===== config.mk =====
export PLATFORM = sky130hd
export DESIGN_NAME = osc_amp_regulator
export DESIGN_NICKNAME = d
export VERILOG_FILES = /design/src/rtl/osc_amp_pkg.sv /design/src/rtl/amp_decider.sv /design/src/rtl/dac_code_reg.sv /design/src/rtl/settle_timer.sv /design/src/rtl/lock_tracker.sv /design/src/rtl/osc_amp_regulator.sv
export SDC_FILE = /design/constraint.sdc
export NUM_CORES = 1
export LEC_CHECK = 0
export BUFFER_PORTS_ARGS = -buffer_cell sky130_fd_sc_hd__buf_2
export CAP_MARGIN = 5
export CORE_MARGIN = 8
export CORE_UTILIZATION = 55
export DETAILED_ROUTE_END_ITERATION = 10
export PLACE_DENSITY = 0.76
export REMOVE_ABC_BUFFERS = 1
export SYNTH_ARGS = -nofsm -noshare
export SYNTH_HDL_FRONTEND = slang
export SYNTH_SLANG_ARGS = --single-unit

===== constraint.sdc =====
create_clock -name clk -period 4.1 [get_ports clk]
set_clock_uncertainty 0.2 [all_clocks]
set_input_delay 0.205 -clock clk [delete_from_list [all_inputs] [get_ports clk]]
set_output_delay 0.205 -clock clk [all_outputs]
set_load 0.005 [all_outputs]

===== src/rtl/osc_amp_pkg.sv =====
package osc_amp_pkg;

    typedef enum logic [2:0] {
        ST_IDLE,
        ST_SAMPLE,
        ST_DECIDE,
        ST_UPDATE,
        ST_SETTLE,
        ST_HOLD
    } ctl_state_e;

    typedef enum logic [1:0] {
        STEP_NONE,
        STEP_UP,
        STEP_DOWN
    } step_dir_e;

    typedef struct packed {
        step_dir_e dir;
        logic      in_band;
    } verdict_t;

    // Classify a reading against target +/- band; band edges are inside.
    function automatic verdict_t judge(int unsigned amp, int unsigned tgt, int unsigned band);
        verdict_t v;
        v.dir     = STEP_NONE;
        v.in_band = 1'b0;
        if (amp + band < tgt) begin
            v.dir = STEP_UP;
        end else if (amp > tgt + band) begin
            v.dir = STEP_DOWN;
        end else begin
            v.in_band = 1'b1;
        end
        return v;
    endfunction

    // One-LSB step clamped to [0, top].
    function automatic int unsigned sat_step(int unsigned cur, int unsigned top, step_dir_e d);
        int unsigned r;
        r = cur;
        if (d == STEP_UP && cur < top) begin
            r = cur + 1;
        end else if (d == STEP_DOWN && cur != 0) begin
            r = cur - 1;
        end
        return r;
    endfunction

endpackage


===== src/rtl/amp_decider.sv =====
module amp_decider
    import osc_amp_pkg::*;
#(
    parameter int DATA_W = 8
) (
    input  logic              clk,
    input  logic              rst,
    input  logic              cap_i,
    input  logic [DATA_W-1:0] amp_i,
    input  logic              judge_i,
    input  logic [DATA_W-1:0] target_i,
    input  logic [DATA_W-1:0] band_i,
    output verdict_t          verdict_o
);

    logic [DATA_W-1:0] amp_q;
    verdict_t          verdict_q;

    always_ff @(posedge clk) begin
        if (rst) begin
            amp_q <= '0;
        end else if (cap_i) begin
            amp_q <= amp_i;
        end
    end

    always_ff @(posedge clk) begin
        if (rst) begin
            verdict_q <= '{dir: STEP_NONE, in_band: 1'b0};
        end else if (judge_i) begin
            verdict_q <= judge(32'(amp_q), 32'(target_i), 32'(band_i));
        end
    end

    assign verdict_o = verdict_q;

endmodule


===== src/rtl/dac_code_reg.sv =====
module dac_code_reg
    import osc_amp_pkg::*;
#(
    parameter int CODE_W = 8
) (
    input  logic              clk,
    input  logic              rst,
    input  logic              step_i,
    input  step_dir_e         dir_i,
    output logic [CODE_W-1:0] code_o
);

    localparam int unsigned CODE_MAX = (2 ** CODE_W) - 1;
    localparam int unsigned CODE_MID = 2 ** (CODE_W - 1);

    logic [CODE_W-1:0] code_q;

    always_ff @(posedge clk) begin
        if (rst) begin
            code_q <= CODE_W'(CODE_MID);
        end else if (step_i) begin
            code_q <= CODE_W'(sat_step(32'(code_q), CODE_MAX, dir_i));
        end
    end

    assign code_o = code_q;

    AST_NO_WRAP_HIGH: assert property (@(posedge clk) disable iff (rst)
        (step_i && dir_i == STEP_UP && code_q == CODE_W'(CODE_MAX)) |=> (code_q == CODE_W'(CODE_MAX)))
        else $error("code wrapped above full scale");
    AST_NO_WRAP_LOW: assert property (@(posedge clk) disable iff (rst)
        (step_i && dir_i == STEP_DOWN && code_q == '0) |=> (code_q == '0))
        else $error("code wrapped below zero");
    AST_IDLE_STABLE: assert property (@(posedge clk) disable iff (rst)
        !step_i |=> $stable(code_q))
        else $error("code moved without a step");

endmodule


===== src/rtl/settle_timer.sv =====
module settle_timer #(
    parameter int SETTLE_W = 8
) (
    input  logic                clk,
    input  logic                rst,
    input  logic                load_i,
    input  logic [SETTLE_W-1:0] value_i,
    input  logic                count_i,
    output logic                expired_o
);

    logic [SETTLE_W-1:0] cnt_q;

    always_ff @(posedge clk) begin
        if (rst) begin
            cnt_q <= '0;
        end else if (load_i) begin
            cnt_q <= value_i;
        end else if (count_i && cnt_q != '0) begin
            cnt_q <= cnt_q - 1'b1;
        end
    end

    assign expired_o = (cnt_q == '0);

endmodule


===== src/rtl/lock_tracker.sv =====
module lock_tracker #(
    parameter int LOCK_COUNT = 3
) (
    input  logic clk,
    input  logic rst,
    input  logic step_i,
    input  logic in_band_i,
    output logic done_o,
    output logic done_next_o
);

    localparam int CW = $clog2(LOCK_COUNT + 1);

    logic [CW-1:0] run_q, run_d;
    logic          done_q, done_d;

    always_comb begin
        run_d  = run_q;
        done_d = done_q;
        if (step_i) begin
            if (!in_band_i) begin
                run_d = '0;
            end else if (run_q != CW'(LOCK_COUNT)) begin
                run_d = run_q + 1'b1;
            end
            if (run_d == CW'(LOCK_COUNT)) begin
                done_d = 1'b1;
            end
        end
    end

    always_ff @(posedge clk) begin
        if (rst) begin
            run_q  <= '0;
            done_q <= 1'b0;
        end else begin
            run_q  <= run_d;
            done_q <= done_d;
        end
    end

    assign done_o      = done_q;
    assign done_next_o = done_d;

    AST_DONE_STICKY: assert property (@(posedge clk) disable iff (rst)
        done_q |=> done_q)
        else $error("calibration done flag dropped");

endmodule


===== src/rtl/osc_amp_regulator.sv =====
module osc_amp_regulator
    import osc_amp_pkg::*;
#(
    parameter int DATA_W     = 8,
    parameter int CODE_W     = 8,
    parameter int SETTLE_W   = 8,
    parameter int LOCK_COUNT = 3
) (
    input  logic                clk,
    input  logic                rst,
    input  logic                win_i,
    input  logic [DATA_W-1:0]   target_i,
    input  logic [DATA_W-1:0]   band_i,
    input  logic [SETTLE_W-1:0] settle_i,
    output logic                adc_req_o,
    input  logic                adc_done_i,
    input  logic [DATA_W-1:0]   adc_data_i,
    output logic [CODE_W-1:0]   dac_code_o,
    output logic                cal_done_o
);

    ctl_state_e state_q, state_d;
    verdict_t   verdict;
    logic       cap, judge_en, step_en, settle_cnt, settle_done;
    logic       done_q, done_next;

    assign cap        = (state_q == ST_SAMPLE) && adc_done_i;
    assign judge_en   = (state_q == ST_DECIDE);
    assign step_en    = (state_q == ST_UPDATE);
    assign settle_cnt = (state_q == ST_SETTLE);

    amp_decider #(.DATA_W(DATA_W)) u_decider (
        .clk       (clk),
        .rst       (rst),
        .cap_i     (cap),
        .amp_i     (adc_data_i),
        .judge_i   (judge_en),
        .target_i  (target_i),
        .band_i    (band_i),
        .verdict_o (verdict)
    );

    dac_code_reg #(.CODE_W(CODE_W)) u_code (
        .clk    (clk),
        .rst    (rst),
        .step_i (step_en),
        .dir_i  (verdict.dir),
        .code_o (dac_code_o)
    );

    settle_timer #(.SETTLE_W(SETTLE_W)) u_settle (
        .clk       (clk),
        .rst       (rst),
        .load_i    (step_en),
        .value_i   (settle_i),
        .count_i   (settle_cnt),
        .expired_o (settle_done)
    );

    lock_tracker #(.LOCK_COUNT(LOCK_COUNT)) u_lock (
        .clk         (clk),
        .rst         (rst),
        .step_i      (step_en),
        .in_band_i   (verdict.in_band),
        .done_o      (done_q),
        .done_next_o (done_next)
    );

    always_comb begin
        state_d = state_q;
        unique case (state_q)
            ST_IDLE:   state_d = ST_SAMPLE;
            ST_SAMPLE: if (adc_done_i) state_d = ST_DECIDE;
            ST_DECIDE: state_d = ST_UPDATE;
            ST_UPDATE: state_d = (!done_next || win_i) ? ST_SETTLE : ST_HOLD;
            ST_SETTLE: begin
                if (done_q && !win_i) begin
                    state_d = ST_HOLD;
                end else if (settle_done) begin
                    state_d = ST_SAMPLE;
                end
            end
            ST_HOLD:   if (win_i) state_d = ST_SAMPLE;
            default:   state_d = ST_IDLE;
        endcase
    end

    always_ff @(posedge clk) begin
        if (rst) begin
            state_q <= ST_IDLE;
        end else begin
            state_q <= state_d;
        end
    end

    assign adc_req_o  = (state_q == ST_SAMPLE);
    assign cal_done_o = done_q;

    AST_REQ_HELD: assert property (@(posedge clk) disable iff (rst)
        (adc_req_o && !adc_done_i) |=> adc_req_o)
        else $error("request dropped before done");
    AST_HOLD_QUIET: assert property (@(posedge clk) disable iff (rst)
        (state_q == ST_HOLD && !win_i) |=> (!adc_req_o && $stable(dac_code_o)))
        else $error("activity in hold without window");
    AST_DEAD_BAND: assert property (@(posedge clk) disable iff (rst)
        (step_en && verdict.dir == STEP_NONE) |=> $stable(dac_code_o))
        else $error("code moved on in-band reading");
    AST_CODE_ONLY_ON_STEP: assert property (@(posedge clk) disable iff (rst)
        (state_q != ST_UPDATE) |=> $stable(dac_code_o))
        else $error("code moved outside update");

endmodule


==> metrics, run 1 <==
outcome finished, final reports clean; commonest cells in the netlist 43 x nor2_1, 39 x ha_1, 33 x dfxtp_1, 22 x inv_1, 20 x a21oi_1; period utilization 0.7844; share of layout cells above drive strength 1 0.1743; Max-Cap Viols 0; unrepaired setup endpoints after global routing false; Mean Syn Cell Area 8.509 sq um; DRC 0; vias per inst 5.569; number of buffers added on ports 45; switch share 0.2832; dominant cell type by area after synthesis dfxtp_1; CTS Sinks 33; WL final 5.915 mm; crit end category flip-flop; Post-synth EDFFs 0; full die area 7287 sq um; CTS max path bufs 2; Starting Density 0.5640; clock power share 0.373; total clock buffers created by CTS 5; GR Util All Layers 0.1691; Die Ht 85.37 um; pre-CTS WS 0.8751 ns; mapped cell area 2646 sq um; Rel. slew slack 0.5873; first-pass GRT wire length 10.29 mm; final-report hold violation count 0; Detailed Routing Iterations Pass 1 4; count leader, synth nor2_1; crit path launch type flip-flop; post-cts resize count 0; Yosys top cell area share 0.2496; minimum clock period 3.216 ns; Power Density 307.8 nW/um^2; Post-DP HPWL 4.528 mm; antenna violations before repair 0; fin nets 450; width of the chip 85.37 um; worst skew pair latency 0.29 ns; Ports 46; f_max 310.9 MHz; Hold Crit Start settle_i[5]; Tot Pwr 0.9847 mW; Crit Path Max Fanout 3; total vias in the final route 2378; placed instance count 404; Synth Area in XOR/XNOR 0.07281; H-tree Lvls 2; largest net degree at the start of global routing 34; RD Place Congestion 0.8377; multi-input gate area in the final layout 1879 sq um; core area 4692 sq um; Setup crit start u_decider.amp_q[0]$_SDFFE_PP0P_; Worst EP required 4.04 ns; post-synthesis adder-cell area fraction 0.2071; setup ws final 0.8839 ns; portion of netlist area occupied by mux cells 0.04965; Reg power frac 0.362; Synth Area in Simple Gates 0.1939; Design Area, Final 3199 sq um; reg-to-reg startpoint u_decider.amp_q[0]$_SDFFE_PP0P_; ys flop type dfxtp_1; largest family of logic cells by synthesized area adder cells; Area after DPL 2915 sq um; Setup CP Type reg -> reg; final non-filler cell total 427; Slew @ Worst Pin 0.6190 ns; Seq. cell area 660.6 sq um; # fillers 396; Leak 1.433 nW; setup total negative slack 0 ns; FP Rows 25; Hold Path Class in -> reg; Min Hold Slack 0.03141 ns; Iter 0 DRT Violations 96; ant diodes 0; synthesis-stage register bit count 33; part of the Yosys area used for sequential elements 0.2496; antenna viol nets, final 0; grt total ovfl 0; Synth cell types 59; fin util 0.6819; TritonCTS clock tree yes; Critical Path AT 3.16 ns; P_int 0.7059 mW; WL per Instance 13.85 um; Syn Inst Count 311; CTS root buf clkbuf_8; Comb power frac 0.266; number of setup violations in the final report 0; Synth warnings 0; Synth async-reset ratio 0; Psw 0.2788 mW; vias in the first global route 2457; Area Growth Syn to Fin 20.90%; top post-synthesis cells by area dfxtp_1 25%, ha_1 18%, nor2_1 6.1%; max-slew violations 0; Clock Pin Slew Worst Setup and Hold Paths 0.07 ns; complex-gate fraction of the synthesized area 0.1868; VDD IR max 0.0002202 V
-- cells in the final DEF (no fill, tap or decap), types with 3 or more instances in the layout --
| cell type | Yosys | layout |
|---|---|---|
| clkbuf_8 | 0 | 5 |
| nor4_1 | 3 | 3 |
| fa_1 | 3 | 3 |
| nand4_1 | 5 | 5 |
| o21ai_0 | 9 | 9 |
| mux2i_1 | 12 | 12 |
| a21oi_1 | 20 | 20 |
| nor2_1 | 43 | 43 |
| inv_1 | 22 | 22 |
| nand3_1 | 4 | 4 |
| dfxtp_1 | 33 | 33 |
| a211oi_1 | 8 | 8 |
| a21o_1 | 4 | 4 |
| nor3_1 | 7 | 7 |
| buf_2 | 1 | 45 |
| dlygate4sd3_1 | 0 | 15 |
| o211ai_1 | 3 | 3 |
| ha_1 | 39 | 39 |
| xor2_1 | 7 | 7 |
| xnor2_1 | 15 | 15 |
| nand2_1 | 17 | 17 |
| nor2b_1 | 5 | 5 |
-- layer usage --
metal	part of all wire	vias up	routed length, um	GRT usage
li1	-	1239	-	-
met1	0.45	1091	2640	0.1854
met2	0.50	41	2942	0.3104
met3	0.045	7	264	0.03958
met4	0.011	0	68	0.05573
met5	0	-	0	0
-- state kept, by name, indices dropped and copies added, names as in the netlist --
| name | count |
|---|---|
| u_lock.run_q | 2 |
| u_code.code_o | 8 |
| u_settle.cnt_q | 8 |
| state_q | 3 |
| u_decider.amp_q | 8 |
| u_decider.verdict_o | 3 |
| u_lock.done_o | 1 |
-- path summary, 6_finish.rpt --
path                                                             to  slack, ns  cells past startpoint
worst max-delay path            u_decider.verdict_o[2]$_SDFFE_PP0P_       0.88                     13
worst min-delay path                 u_settle.cnt_q[5]$_SDFFE_PP0P_       0.03                      3
worst min register to register         u_lock.run_q[0]$_SDFFE_PP0P_       0.28                      2
worst max register to register  u_decider.verdict_o[2]$_SDFFE_PP0P_       0.88                     13
-- power by group through the flow --
stage	clock [mW]	sequential, mW	combinational [mW]
floorplan	0	0.358	0.185
global placement	0	0.363	0.242
detailed placement	0	0.363	0.249
CTS	0.374	0.356	0.262
global route	0.387	0.359	0.296
finish	0.367	0.356	0.262
-- repair_timing --
item	in CTS	in global routing
setup endpoints to repair	0	0
setup buffers	0	0
endpoints found under the hold margin	15	0
hold buffers	15	0
-- worst max-delay path: stages (launching register included) --
cell and delay, ns:
dfxtp_1 0.34, ha_1 0.17, inv_1 0.06, fa_1 0.41, nor2b_1 0.18, o31ai_1 0.12
a21oi_1 0.24, xnor2_1 0.15, ha_1 0.27, a2111oi_0 0.35, o21ai_0 0.15, o311ai_0 0.11
o21a_1 0.23, o32ai_1 0.10
-- area by class of cell --
type | instances | area share
Clock buffer | 5 | 0.02151
Multi-Input combinational cell | 250 | 0.5874
Clock inverter | 3 | 0.02034
Tap cell | 54 | 0.02112
Timing Repair Buffer | 60 | 0.1173
Sequential cell | 33 | 0.2065
Inverter | 22 | 0.02581
-- cell families after synthesis --
kind of cell	after synthesis
fa+ha+maj	42
compound gates	70
simple gates	103
mux	13
flops	33
xor+xnor	22
buf+inv	28
(Power assumes the default switching activity.)
==> inputs of run 2 (changes only) <==
--- a/config.mk
+++ b/config.mk
@@ -5,12 +5,13 @@
 export SDC_FILE = /design/constraint.sdc
 export NUM_CORES = 1
 export LEC_CHECK = 0
+export ABC_AREA = 1
 export BUFFER_PORTS_ARGS = -buffer_cell sky130_fd_sc_hd__buf_2
 export CAP_MARGIN = 5
 export CORE_MARGIN = 8
-export CORE_UTILIZATION = 55
+export CORE_UTILIZATION = 52
 export DETAILED_ROUTE_END_ITERATION = 10
-export PLACE_DENSITY = 0.76
+export PLACE_DENSITY = 0.74
 export REMOVE_ABC_BUFFERS = 1
 export SYNTH_ARGS = -nofsm -noshare
 export SYNTH_HDL_FRONTEND = slang
==> constraint.sdc (replaced) <==
create_clock -name clk -period 2.8 [get_ports clk]
set_clock_uncertainty 0.2 [all_clocks]
set_input_delay 0.14 -clock clk [delete_from_list [all_inputs] [get_ports clk]]
set_output_delay 0.14 -clock clk [all_outputs]
set_load 0.005 [all_outputs]
==> run 2 against run 1 <==
Final area is 7.4% higher. Fmax is 23% higher. Via count is 25% higher. Die area is 13% higher. Power grew to 2.6 times the previous value. Register-to-register slack worse by 0.69 ns. Sequential share of layout area is 1.4 points lower. Critical path depth is 2 higher. Synthesized cell count is 40% higher. Utilization is 5.0 points lower. First-iteration DRC count is 46% higher. Combinational power grew to 5.6 times the previous value. Largest power group is now combinational logic. Highest routed layer unchanged.
==> metrics, run 2 <==
count leader, synth nand2_1; antenna violations before repair 0; Post-DP HPWL 5.356 mm; Synth warnings 0; Worst EP required 2.77 ns; GR Util All Layers 0.1700; share of layout cells above drive strength 1 0.1429; Iter 0 DRT Violations 140; number of buffers added on ports 45; fin nets 574; Crit Path Max Fanout 3; WL final 6.870 mm; RD Place Congestion 0.8671; # fillers 510; Worst path slowest cell fa_1; most frequent cells in the layout 84 x nand2_1, 64 x inv_1, 49 x nor2_1, 45 x buf_2, 39 x ha_1; antenna viol nets, final 0; worst skew pair latency 0.28 ns; Critical Path AT 2.58 ns; Power Density 745.0 nW/um^2; vias per inst 5.232; ys flop type dfxtp_1; unrepaired setup endpoints after global routing false; first-pass GRT wire length 11.96 mm; number of setup violations in the final report 0; grt total ovfl 0; Seq. cell area 660.6 sq um; Mean Syn Cell Area 6.682 sq um; crit end category flip-flop; commonest non-fill, non-tap cell in the layout nand2_1; Yosys top cell area share 0.2273; DRC 0; number of post-CTS setup repair buffers 0; mapped cell area 2907 sq um; total clock buffers created by CTS 5; vias in the first global route 2736; CTS max path bufs 2; Synth async-reset ratio 0; commonest cells in the netlist 84 x nand2_1, 64 x inv_1, 49 x nor2_1, 39 x ha_1, 37 x a21oi_1; CTS root buf clkbuf_8; VDD IR max 0.0005771 V; setup total negative slack 0 ns; largest net degree at the start of global routing 23; Setup CP Type reg -> reg; TritonCTS clock tree yes; Design Area, Final 3436 sq um; WHS Path Cells 5; outcome finished, final reports clean; f_max 383.5 MHz; width of the chip 90.76 um; Leak 1.799 nW; max-slew violations 0; CP Cell Sequence ha_1 > inv_1 > fa_1 > inv_1 > nand2_1 > nand3_1 > xor2_1 > ha_1 > nand2_1 > inv_1 > and3_1 > nor2_1 > nand3_2 > nand3_1 > a21oi_1; Ports 46; synthesis-stage register bit count 33; period utilization 0.9314; Hold Path Class in -> reg; core area 5439 sq um; Post-synth EDFFs 0; H-tree Lvls 2; Syn Inst Count 435; Synth cell types 35; Die Ht 90.76 um; WL per Instance 12.07 um; Max-Cap Viols 0; top post-synthesis cells by area dfxtp_1 23%, ha_1 17%, nand2_1 11%; most frequent CP cell inv_1; full die area 8237 sq um; final-report hold violation count 0; dominant cell type by area after synthesis dfxtp_1; CP peak stage delay 0.39 ns; Slew @ Worst Pin 0.6486 ns; part of the Yosys area used for sequential elements 0.2273; Area after DPL 3199 sq um; CTS Sinks 33; ant diodes 0; FP Rows 27; Rel. slew slack 0.5671; Clock Pin Slew Worst Setup and Hold Paths 0.07 ns; r2r worst-path depth 15; Starting Density 0.5344; total vias in the final route 2977; multi-input gate area in the final layout 1958 sq um; Area Growth Syn to Fin 18.21%; Detailed Routing Iterations Pass 1 4; minimum clock period 2.608 ns; crit path launch type flip-flop
[run 2: cell count changes after synthesis, sizes merged, moves of 12 or more]
cell / change
nand2: +68
inv: +48
nand3: +24
o21ai: +23
a21oi: +18
mux2i: -12
[run 2: cell families after synthesis]
kind of cell	Yosys count	synth area share
simple gates	184	0.2751
compound gates	84	0.1571
buf+inv	75	0.1007
fa+ha+maj	42	0.1886
flops	33	0.2273
xor+xnor	17	0.05123
[run 2: cell type report]
| type | instances | area share |
|---|---|---|
| clock buffers | 7 | 0.02804 |
| clock inverters | 1 | 0.001457 |
| inverters | 70 | 0.07647 |
| multi-input cells | 327 | 0.5699 |
| flip-flops and latches | 33 | 0.1923 |
| well taps | 72 | 0.02622 |
| repair buffers | 59 | 0.1056 |
[run 2: repair_timing]
| action | 4_1_cts | 5_1_grt |
|---|---|---|
| hold buffers | 13 | 0 |
| endpoints found under the setup margin | 0 | 2 |
| gates resized for setup | 0 | 1 |
| hold endpoints to repair | 18 | 0 |
[run 2: power breakdown]
group,switching [mW],internal [mW],total [mW]
sequential,0.101,0.582,0.682
combinational,0.893,0.587,1.48
clock,0.175,0.222,0.397
total,1.17,1.39,2.56
[run 2: critical path, delay by kind of cell, from the launching register on]
family / cells / cell delay, ns
fa+ha+maj: 3 / 0.80
flops: 1 / 0.35
buf+inv: 3 / 0.19
simple gates: 7 / 0.73
compound gates: 1 / 0.06
xor+xnor: 1 / 0.17
[run 2: layer usage]
metal | up-vias | track usage | part of all wire
li1 | 1554 | - | -
met1 | 1336 | 0.2190 | 0.49
met2 | 78 | 0.2722 | 0.45
met3 | 9 | 0.03574 | 0.053
met4 | 0 | 0.05825 | 0.010
met5 | - | 0 | 0
[run 2: metrics by stage]
stage / setup WS, ns / utilization / power [mW] / cells / hold slack, ns
2_1_floorplan: 0.4294 / - / 1.811 / 430 / 0.002445
3_3_place_gp: 0.2211 / 0.5882 / 2.096 / 548 / 0.1707
3_5_place_dp: 0.1040 / 0.5882 / 2.132 / 548 / 0.1697
4_1_cts: 0.1941 / 0.6308 / 2.557 / 569 / 0.001945
5_1_grt: 0.003194 / 0.6317 / 2.856 / 569 / 0.05098
6_report: 0.1921 / 0.6317 / 2.560 / 569 / 0.01029
[run 2: final timing paths]
kind	slack (ns)	to	start
worst max register to register	0.19	u_decider.verdict_o[2]$_SDFFE_PP0P_	u_decider.amp_q[0]$_SDFFE_PP0P_
worst min register to register	0.28	u_lock.run_q[1]$_SDFFE_PP0P_	u_lock.run_q[1]$_SDFFE_PP0P_
worst max-delay path	0.19	u_decider.verdict_o[2]$_SDFFE_PP0P_	u_decider.amp_q[0]$_SDFFE_PP0P_
worst min-delay path	0.01	state_q[2]$_SDFFE_PP0P_	adc_done_i
